<file path="config.mk">
export PLATFORM = sky130hd
export DESIGN_NAME = zt_flow_sram
export DESIGN_NICKNAME = d
export VERILOG_FILES = /design/src/rtl/zt_sram_pkg.sv /design/src/rtl/zt_burst_ctr.sv /design/src/rtl/zt_sram_array.sv /design/src/rtl/zt_write_reg.sv /design/src/rtl/zt_flow_sram.sv
export SDC_FILE = /design/constraint.sdc
export NUM_CORES = 2
export LEC_CHECK = 0
export BUFFER_PORTS_ARGS = -buffer_cell sky130_fd_sc_hd__buf_2
export CORE_ASPECT_RATIO = 1.2
export CORE_MARGIN = 2
export CORE_UTILIZATION = 27
export CTS_CLUSTER_DIAMETER = 50
export DETAILED_ROUTE_END_ITERATION = 10
export GPL_ROUTABILITY_DRIVEN = 0
export PLACE_DENSITY_LB_ADDON = 0.05
export REMOVE_ABC_BUFFERS = 1
export SLEW_MARGIN = 20
export SYNTH_ARGS = -nofsm -noshare
export SYNTH_HDL_FRONTEND = slang
export SYNTH_SLANG_ARGS = --single-unit
</file>
<file path="constraint.sdc">
create_clock -name clk_i -period 3.2 [get_ports clk_i]
set_input_delay 0.16 -clock clk_i [delete_from_list [all_inputs] [get_ports clk_i]]
set_output_delay 0.16 -clock clk_i [all_outputs]
set_load 0.02 [all_outputs]
</file>
<file path="src/rtl/zt_sram_pkg.sv">
package zt_sram_pkg;

  typedef enum logic {
    BURST_LINEAR     = 1'b0,
    BURST_INTERLEAVE = 1'b1
  } burst_mode_e;

  function automatic logic [1:0] burst_offset(input logic [1:0]   start,
                                              input logic [1:0]   cnt,
                                              input burst_mode_e  mode);
    return (mode == BURST_INTERLEAVE) ? (start ^ cnt) : (start + cnt);
  endfunction

endpackage

</file>
<file path="src/rtl/zt_burst_ctr.sv">
module zt_burst_ctr
  import zt_sram_pkg::*;
#(
  parameter int ADDR_W = 6
) (
  input  logic              clk_i,
  input  logic              rst_ni,
  input  logic              en_i,
  input  logic              load_i,
  input  logic              step_i,
  input  logic [ADDR_W-1:0] addr_i,
  input  logic              mode_i,
  output logic [ADDR_W-1:0] addr_o
);

  logic [ADDR_W-1:0] base_q;
  logic [1:0]        cnt_q;
  burst_mode_e       mode_q;

  always_ff @(posedge clk_i or negedge rst_ni) begin
    if (!rst_ni) begin
      base_q <= '0;
      cnt_q  <= '0;
      mode_q <= BURST_LINEAR;
    end else if (en_i) begin
      if (load_i) begin
        base_q <= addr_i;
        cnt_q  <= '0;
        mode_q <= burst_mode_e'(mode_i);
      end else if (step_i) begin
        cnt_q <= cnt_q + 2'd1;
      end
    end
  end

  assign addr_o = {base_q[ADDR_W-1:2], burst_offset(base_q[1:0], cnt_q, mode_q)};

endmodule

</file>
<file path="src/rtl/zt_sram_array.sv">
module zt_sram_array #(
  parameter int ADDR_W = 6,
  parameter int LANES  = 4,
  parameter int BYTE_W = 9,
  localparam int DEPTH  = 2 ** ADDR_W,
  localparam int DATA_W = LANES * BYTE_W
) (
  input  logic              clk_i,
  input  logic              we_i,
  input  logic [ADDR_W-1:0] waddr_i,
  input  logic [LANES-1:0]  wbe_i,
  input  logic [DATA_W-1:0] wdata_i,
  input  logic [ADDR_W-1:0] raddr_i,
  output logic [DATA_W-1:0] rdata_o
);

  for (genvar l = 0; l < LANES; l++) begin : g_lane
    logic [BYTE_W-1:0] mem_q [DEPTH];

    always_ff @(posedge clk_i) begin
      if (we_i && wbe_i[l]) mem_q[waddr_i] <= wdata_i[l*BYTE_W +: BYTE_W];
    end

    assign rdata_o[l*BYTE_W +: BYTE_W] = mem_q[raddr_i];
  end

endmodule

</file>
<file path="src/rtl/zt_write_reg.sv">
module zt_write_reg #(
  parameter int ADDR_W = 6,
  parameter int LANES  = 4,
  parameter int BYTE_W = 9,
  localparam int DATA_W = LANES * BYTE_W
) (
  input  logic              clk_i,
  input  logic              rst_ni,
  input  logic              en_i,
  input  logic              cap_i,
  input  logic [ADDR_W-1:0] addr_i,
  input  logic [LANES-1:0]  be_i,
  input  logic [DATA_W-1:0] data_i,
  output logic              mem_we_o,
  output logic [ADDR_W-1:0] mem_addr_o,
  output logic [LANES-1:0]  mem_be_o,
  output logic [DATA_W-1:0] mem_data_o,
  input  logic [ADDR_W-1:0] rd_addr_i,
  input  logic [DATA_W-1:0] arr_data_i,
  output logic [DATA_W-1:0] rd_data_o
);

  logic              pend_v_q;
  logic [ADDR_W-1:0] pend_addr_q;
  logic [LANES-1:0]  pend_be_q;
  logic [DATA_W-1:0] pend_data_q;
  logic              hit;

  // one-deep late write: captured word is committed on the next enabled edge
  always_ff @(posedge clk_i or negedge rst_ni) begin
    if (!rst_ni) begin
      pend_v_q    <= 1'b0;
      pend_addr_q <= '0;
      pend_be_q   <= '0;
      pend_data_q <= '0;
    end else if (en_i) begin
      pend_v_q <= cap_i;
      if (cap_i) begin
        pend_addr_q <= addr_i;
        pend_be_q   <= be_i;
        pend_data_q <= data_i;
      end
    end
  end

  assign mem_we_o   = en_i && pend_v_q;
  assign mem_addr_o = pend_addr_q;
  assign mem_be_o   = pend_be_q;
  assign mem_data_o = pend_data_q;

  assign hit = pend_v_q && (pend_addr_q == rd_addr_i);

  for (genvar l = 0; l < LANES; l++) begin : g_fwd
    assign rd_data_o[l*BYTE_W +: BYTE_W] = (hit && pend_be_q[l]) ?
                                           pend_data_q[l*BYTE_W +: BYTE_W] :
                                           arr_data_i[l*BYTE_W +: BYTE_W];
  end

endmodule

</file>
<file path="src/rtl/zt_flow_sram.sv">
module zt_flow_sram #(
  parameter int ADDR_W = 6,
  parameter int LANES  = 4,
  parameter int BYTE_W = 9,
  localparam int DATA_W = LANES * BYTE_W
) (
  input  logic              clk_i,
  input  logic              rst_ni,
  input  logic              cen_ni,
  input  logic [ADDR_W-1:0] addr_i,
  input  logic              adv_i,
  input  logic              we_ni,
  input  logic [LANES-1:0]  bw_ni,
  input  logic              ce1_ni,
  input  logic              ce2_i,
  input  logic              ce3_ni,
  input  logic              mode_i,
  input  logic              oe_ni,
  input  logic              sleep_i,
  input  logic [DATA_W-1:0] dq_i,
  output logic [DATA_W-1:0] dq_o,
  output logic              dq_oe_o
);

  logic              en;
  logic              sel;
  logic              load_op;
  logic              adv_op;
  logic              op_start;
  logic              start_wr;

  logic              op_v_q;
  logic              op_wr_q;
  logic [LANES-1:0]  op_be_q;
  logic              burst_v_q;
  logic              burst_wr_q;

  logic [ADDR_W-1:0] cur_addr;
  logic              mem_we;
  logic [ADDR_W-1:0] mem_addr;
  logic [LANES-1:0]  mem_be;
  logic [DATA_W-1:0] mem_data;
  logic [DATA_W-1:0] arr_data;
  logic [DATA_W-1:0] rd_data;

  assign en       = !cen_ni;
  assign sel      = !sleep_i && !ce1_ni && ce2_i && !ce3_ni;
  assign load_op  = !adv_i && sel;
  assign adv_op   = adv_i && burst_v_q && !sleep_i;
  assign op_start = load_op || adv_op;
  assign start_wr = adv_i ? burst_wr_q : !we_ni;

  always_ff @(posedge clk_i or negedge rst_ni) begin
    if (!rst_ni) begin
      op_v_q     <= 1'b0;
      op_wr_q    <= 1'b0;
      op_be_q    <= '0;
      burst_v_q  <= 1'b0;
      burst_wr_q <= 1'b0;
    end else if (en) begin
      op_v_q  <= op_start;
      op_wr_q <= op_start && start_wr;
      op_be_q <= ~bw_ni;
      if (!adv_i) begin
        burst_v_q <= sel;
        if (sel) burst_wr_q <= !we_ni;
      end else if (!adv_op) begin
        burst_v_q <= 1'b0;
      end
    end
  end

  zt_burst_ctr #(
    .ADDR_W (ADDR_W)
  ) i_burst (
    .clk_i  (clk_i),
    .rst_ni (rst_ni),
    .en_i   (en),
    .load_i (load_op),
    .step_i (adv_op),
    .addr_i (addr_i),
    .mode_i (mode_i),
    .addr_o (cur_addr)
  );

  zt_write_reg #(
    .ADDR_W (ADDR_W),
    .LANES  (LANES),
    .BYTE_W (BYTE_W)
  ) i_wreg (
    .clk_i      (clk_i),
    .rst_ni     (rst_ni),
    .en_i       (en),
    .cap_i      (op_v_q && op_wr_q),
    .addr_i     (cur_addr),
    .be_i       (op_be_q),
    .data_i     (dq_i),
    .mem_we_o   (mem_we),
    .mem_addr_o (mem_addr),
    .mem_be_o   (mem_be),
    .mem_data_o (mem_data),
    .rd_addr_i  (cur_addr),
    .arr_data_i (arr_data),
    .rd_data_o  (rd_data)
  );

  zt_sram_array #(
    .ADDR_W (ADDR_W),
    .LANES  (LANES),
    .BYTE_W (BYTE_W)
  ) i_array (
    .clk_i   (clk_i),
    .we_i    (mem_we),
    .waddr_i (mem_addr),
    .wbe_i   (mem_be),
    .wdata_i (mem_data),
    .raddr_i (cur_addr),
    .rdata_o (arr_data)
  );

  assign dq_oe_o = op_v_q && !op_wr_q && !oe_ni && !sleep_i;
  assign dq_o    = dq_oe_o ? rd_data : '0;

endmodule

</file>
Word level (Yosys, flattened, before mapping). Memory sizes are Yosys's and may differ from the RTL's. Index checks and enable logic that the tools add are counted.

$add $sub $neg: 2. Equal/unequal tests: 2. Muxes and demuxes: 19. Bitwise logic cells: 4. Reductions and logical operators: 36.

Operators with widths (number): $mux 36 (1); $mux 9 (4); $logic_and 1x1->1 (21); $mux 1 (11); $logic_not 1->1 (8); $reduce_and 2->1 (4); $eq 6x6->1 (1); $mux 2 (3); $not 4->4 (1); $reduce_and 3->1 (1); $add 2x1->2 const B (1); $add 2x2->2 (1); $ne 2x2->1 const B (1); $not 1->1 (2); $reduce_bool 2->1 (1); $xor 2x2->2 (1); $logic_or 1x1->1 (1).

Register bits: 64. Bits in writable memories: 2304. Bits of input ports: 57. Output and inout port bits: 37. Logic and storage cells: 79. Memories kept: 4.

Memory list: i_array.g_lane[0].mem_q (depth 64, width 9, rd ports 1, clocked after Yosys merged registers in 0, wr ports 1, line zt_sram_array.sv:18) `logic [BYTE_W-1:0] mem_q [DEPTH];`; i_array.g_lane[1].mem_q (depth 64, width 9, rd ports 1, clocked after Yosys merged registers in 0, wr ports 1, line zt_sram_array.sv:18); i_array.g_lane[2].mem_q (depth 64, width 9, rd ports 1, clocked after Yosys merged registers in 0, wr ports 1, line zt_sram_array.sv:18); i_array.g_lane[3].mem_q (depth 64, width 9, rd ports 1, clocked after Yosys merged registers in 0, wr ports 1, line zt_sram_array.sv:18).

Depth between registers and ports, before layout.
Word-level depth: 7. Mapped depth: 13. Mapped depth without buffers: 8.

Hierarchy. From an unflattened synthesis, not the netlist that was laid out.

Cell total of the unflattened synthesis: 4285. Area total of the unflattened synthesis: 91591.6 um2.

Modules (own cells, without submodules): zt_sram_array (instances 1, cells each 4030, area an instance 88312.2 um2, sequential area each 69186.4 um2); zt_write_reg (instances 1, cells each 150, area an instance 2253.4 um2, sequential area each 1176.1 um2); zt_flow_sram (instances 1, cells each 72, area an instance 598.1 um2, sequential area each 200.2 um2); zt_burst_ctr (instances 1, cells each 33, area an instance 427.9 um2, sequential area each 225.2 um2).

Worst setup path before layout. No wires, ideal clock.

Path kind: register to output. Start point: reg i_burst.cnt_q[0]. End point: out dq_o[13]. Arrival: 3.204 ns. Required time: 3.040 ns. Slack: -0.164 ns. Stages on the path, launching flop included: 12. Path buffers: 6. Cell sequence: dfrtp_1 -> ha_1 -> buf_2 -> buf_4 -> buf_2 -> buf_2 -> buf_2 -> clkbuf_1 -> o221ai_1 -> a221oi_1 -> nor4_1 -> o21ai_0.

Longest elaborated chain between the ends: 7. Elaborated cells between the ends (all ways): 9.

Ends and longest elaborated chain: from (decl) (line zt_burst_ctr.sv:17) `logic [1:0] cnt_q;`; from (signal assigned) (line zt_burst_ctr.sv:31) `cnt_q <= cnt_q + 2'd1;`; $add 2x2->2 / $xor 2x2->2 (equally long branches) (line zt_sram_pkg.sv:11) `return (mode == BURST_INTERLEAVE) ? (start ^ cnt) : (start + cnt);`; $mux 2 (*) (line zt_sram_pkg.sv:11); named net cur_addr[0] (line zt_flow_sram.sv:38) `logic [ADDR_W-1:0] cur_addr;`; branches (longest 3 deep; another with $mem_v2 64x9); $mux 9 (*) (line zt_write_reg.sv:54) `assign rd_data_o[l*BYTE_W +: BYTE_W] = (hit && pend_be_q[l]) ?`; $mux 36 (*) (line zt_flow_sram.sv:122) `assign dq_o = dq_oe_o ? rd_data : '0;`; to (decl) (line zt_flow_sram.sv:21) `output logic [DATA_W-1:0] dq_o,`.

Mark *: on every way through the listed nets, which the timed path passes.

Worst setup path in the final report.
Start point: reg i_burst.cnt_q[0]. End point: out dq_o[22].

Longest elaborated chain between the ends: 7. Elaborated cells between the ends (all ways): 9.

Ends and longest elaborated chain (line): $add 2x2->2 / $xor 2x2->2 (equally long branches) (zt_sram_pkg.sv:11); $mux 2 (*) (zt_sram_pkg.sv:11); branches (longest 3 deep; another with $mem_v2 64x9); $mux 9 (*) (zt_write_reg.sv:54); $mux 36 (*) (zt_flow_sram.sv:122).

Mark *: on every way between the ends.

==> results.py <==
metrics = {
    "hold_path": {
        "hold_path_class": "in2reg",
        "min_from": "dq_i[25]",
    },
    "sta": {
        "fin_crit_sh_pct": 140,
        "finalCriticalPeriod_ps": 4480,
        "fmax_ghz": 0.223,
        "setup_slack_ps": -1280,
        "skew_ps": 45.6,
        "hold_ws_ps": 62.9,
        "slew_headroom_pct": 24.8,
        "final-setup-viol-count": 36,
        "maxSlewViolCount": 0,
        "fin_tns_setup_ps": -39710,
        "tightestPinTransition_ps": 1120,
        "finalHoldViolations": 0,
        "rsz0062_at_grt": "true",
    },
    "synthesis": {
        "synth_commonest_cells": "edfxtp_1, nand2_1, nor2_1",
        "synth_cells": 5739,
        "synth_edf_count": 2304,
        "yosysWarnings": 0,
        "synth_cell_types": 73,
        "syn_area_sq_um": 94900,
        "synth_top_area_share_pct": 72.9,
        "ys_top_cells_by_area": "edfxtp_1, mux4_2, mux2i_1, nand2_1, dfrtp_1",
        "yosysMostFrequentCell": "edfxtp_1",
        "yosysTopAreaCell": "edfxtp_1",
        "ys.flop_type": "edfxtp_1",
        "syn_avg_cell_area_sq_um": 16.5,
        "async_reset_ff_share_pct": 2.70,
        "ys_ff_latch": 2368,
        "synth_sequential_area_ratio_pct": 74.6,
    },
    "final_layout": {
        "multi_input_area_sq_um": 24400,
        "nets": 7145,
        "seq_area_sq_um": 70800,
        "final_cell_count_no_fill": 12020,
        "area_growth_pct": 32.4,
        "drive_above_1_share_pct": 33.6,
        "fillers": 33550,
        "fin_util_pct": 35.9,
        "final_cell_area_sq_um": 126000,
    },
    "drt": {
        "num_vias": 59736,
        "drcViolationCount": 0,
        "route.final.wire_length_mm": 404,
        "viasPerCell": 4.97,
        "wire_per_inst_microns": 33.6,
        "drt-initial-drc-count": 5871,
        "first_pass_iters": 6,
        "ant_nets": 0,
    },
    "worst_setup_path": {
        "worstPathArrival_ps": 4320,
        "crit_path_start_kind": "flip-flop",
        "crit_fanout": 4,
        "cpLargestDelayFamily": "buffers and inverters",
        "crit_chain": "ha_4 > nor2b_4 > buf_12 > xnor2_4 > buf_12 > buf_12 > buf_6 > mux2i_2 > mux4_2 > o2111ai_4 > buf_6 > nand4_1 > o211ai_1 > buf_4",
        "crit_path_end_kind": "output pin",
        "cpPeakStageDelay_ps": 530,
        "slowest_stage": "mux4_2",
        "r2r-start": "i_wreg.pend_v_q$_DFFE_PN0N_",
        "required_ps": 3040,
        "crit_top_cell": "buf_12",
        "crit_buf_inv": 6,
        "crit_start": "i_burst.cnt_q[0]$_DFFE_PN0P_",
        "path_class": "reg2out",
    },
    "clocking": {
        "cts_tree": "built",
        "clock_latency_ps": 940,
        "cts_buffers": 308,
        "cts_root_buffer": "clkbuf_16",
        "cts_buffer_depth": 4,
        "path_clk_slew_ps": 50,
        "clock_sinks": 2368,
        "htree_levels": 5,
    },
    "placed_design": {
        "port_buffers": 93,
        "dp_cells": 11141,
        "dp_hpwl_mm": 272,
        "place_ws_ps": -1120,
        "post_dp_cell_area_sq_um": 109000,
    },
    "global_routing": {
        "grt-ovfl-total": 0,
        "grt_first_pass_wirelength_mm": 537,
        "antenna_found_initial": 39,
        "grt_pass1_vias": 59561,
        "grt_start_max_net_pins": 67,
        "grt_use_total_pct": 22.0,
    },
    "power": {
        "ir_drop_mv": 0.395,
        "leakagePower_nw": 46.1,
        "p_per_area_nw_per_um2": 691,
        "total_power_mw": 86.8,
    },
    "floorplanning": {
        "ios": 94,
        "die_x_microns": 545,
        "num_rows": 238,
        "core_sq_um": 350000,
        "dieArea_sq_um": 356000,
        "start_util_pct": 27.1,
        "die_y_microns": 654,
    },
    "job": {
        "maxCapViolCount": 0,
    },
    "status": {
        "violations": "setup timing",
        "status": "complete, but fails checks",
    },
}
worst min-delay path: stages:
cell	delay, ps
dlygate4sd3_1	520
buf_2	110
mux2_2	140
per-layer routing:
layer	wire length [microns]	track usage [%]	share of wire, %
met3	19300	2.77	4.8
met1	177000	29.9	44
met5	75	0	0.019
met2	192000	36.3	47
met4	16100	7.30	4.0
cells by family after synthesis:
| family | count (synthesis) | share of synthesized area, % |
|---|---|---|
| xor+xnor | 10 | 0.134 |
| buf+inv | 376 | 1.72 |
| compound gates | 594 | 4.46 |
| flops | 2368 | 74.6 |
| simple gates | 1712 | 7.84 |
| mux | 678 | 11.3 |
| fa+ha+maj | 1 | 0.0132 |
cell usage in the layout, fill, tap and decap left out, types with 21 or more instances in the layout:
cell,count
nand4_1,35
o21ai_0,73
clkinvlp_4,22
nor3_1,202
nor2_1,319
a31oi_1,53
buf_2,57
dfrtp_2,38
buf_16,44
clkbuf_1,51
buf_12,162
a211oi_1,21
inv_6,29
dfrtp_1,23
nand3_1,165
a22oi_1,29
a32oi_1,32
buf_4,892
buf_6,95
clkbuf_16,332
nor4_1,54
nand2_1,752
bufinv_16,26
mux4_2,307
mux2i_1,280
a21oi_1,81
dlygate4sd3_1,110
buf_8,23
mux2_2,62
edfxtp_1,2304
clkinv_2,42
nand2_2,28
clkinv_1,39
path summary, 6_finish.rpt:
check | to | slack (ps) | cells after the start
setup / recovery | dq_o[22] | -1280 | 14
hold / removal | i_wreg.mem_data_o[25]$_DFFE_PN0P_ | 60 | 3
setup reg to reg | i_array.g_lane[2].mem_q[22][2]$_DFFE_PP_ | 320 | 5
hold reg to reg | i_wreg.mem_be_o[2]$_DFFE_PN0P_ | 510 | 1
max in group asynchronous | i_wreg.mem_data_o[5]$_DFFE_PN0P_ | 2420 | 4
min in group asynchronous | i_wreg.mem_addr_o[2]$_DFFE_PN0P_ | 470 | 4
report_power, final:
group	internal (mW)	switching, mW
Clock	20.4	14.0
Combinational	8.18	10.5
Sequential	33.6	0.0872
Total	62.2	24.6
cell type report:
class / count / share of cell area (%)
antenna: 11 / 0.0219
clock buffer: 369 / 6.46
clock inverter: 183 / 1.48
inverter: 8 / 0.0289
multi-input combinational: 2995 / 19.4
sequential: 2368 / 56.4
tap: 4680 / 4.66
timing repair buffer: 1406 / 11.6
flip-flops by register name (all words and copies together) (netlist names), 2 cells and up:
register              flops
i_wreg.mem_addr_o         6
i_wreg.mem_data_o        36
i_array.g_lane.mem_q   2304
i_wreg.mem_be_o           4
i_burst.cnt_q             2
i_burst.base_q            6
op_be_q                   4
timing repair:
| action | in CTS | in global routing |
|---|---|---|
| cloned | 20 | 16 |
| pin swaps | 80 | 119 |
| hold endpoints to repair | 118 | 0 |
| resized for setup | 350 | 235 |
| buffers inserted | 95 | 92 |
| hold buffers | 111 | 0 |
| setup endpoints to repair | 36 | 41 |
No activity file was read; power rests on OpenSTA's default activity.
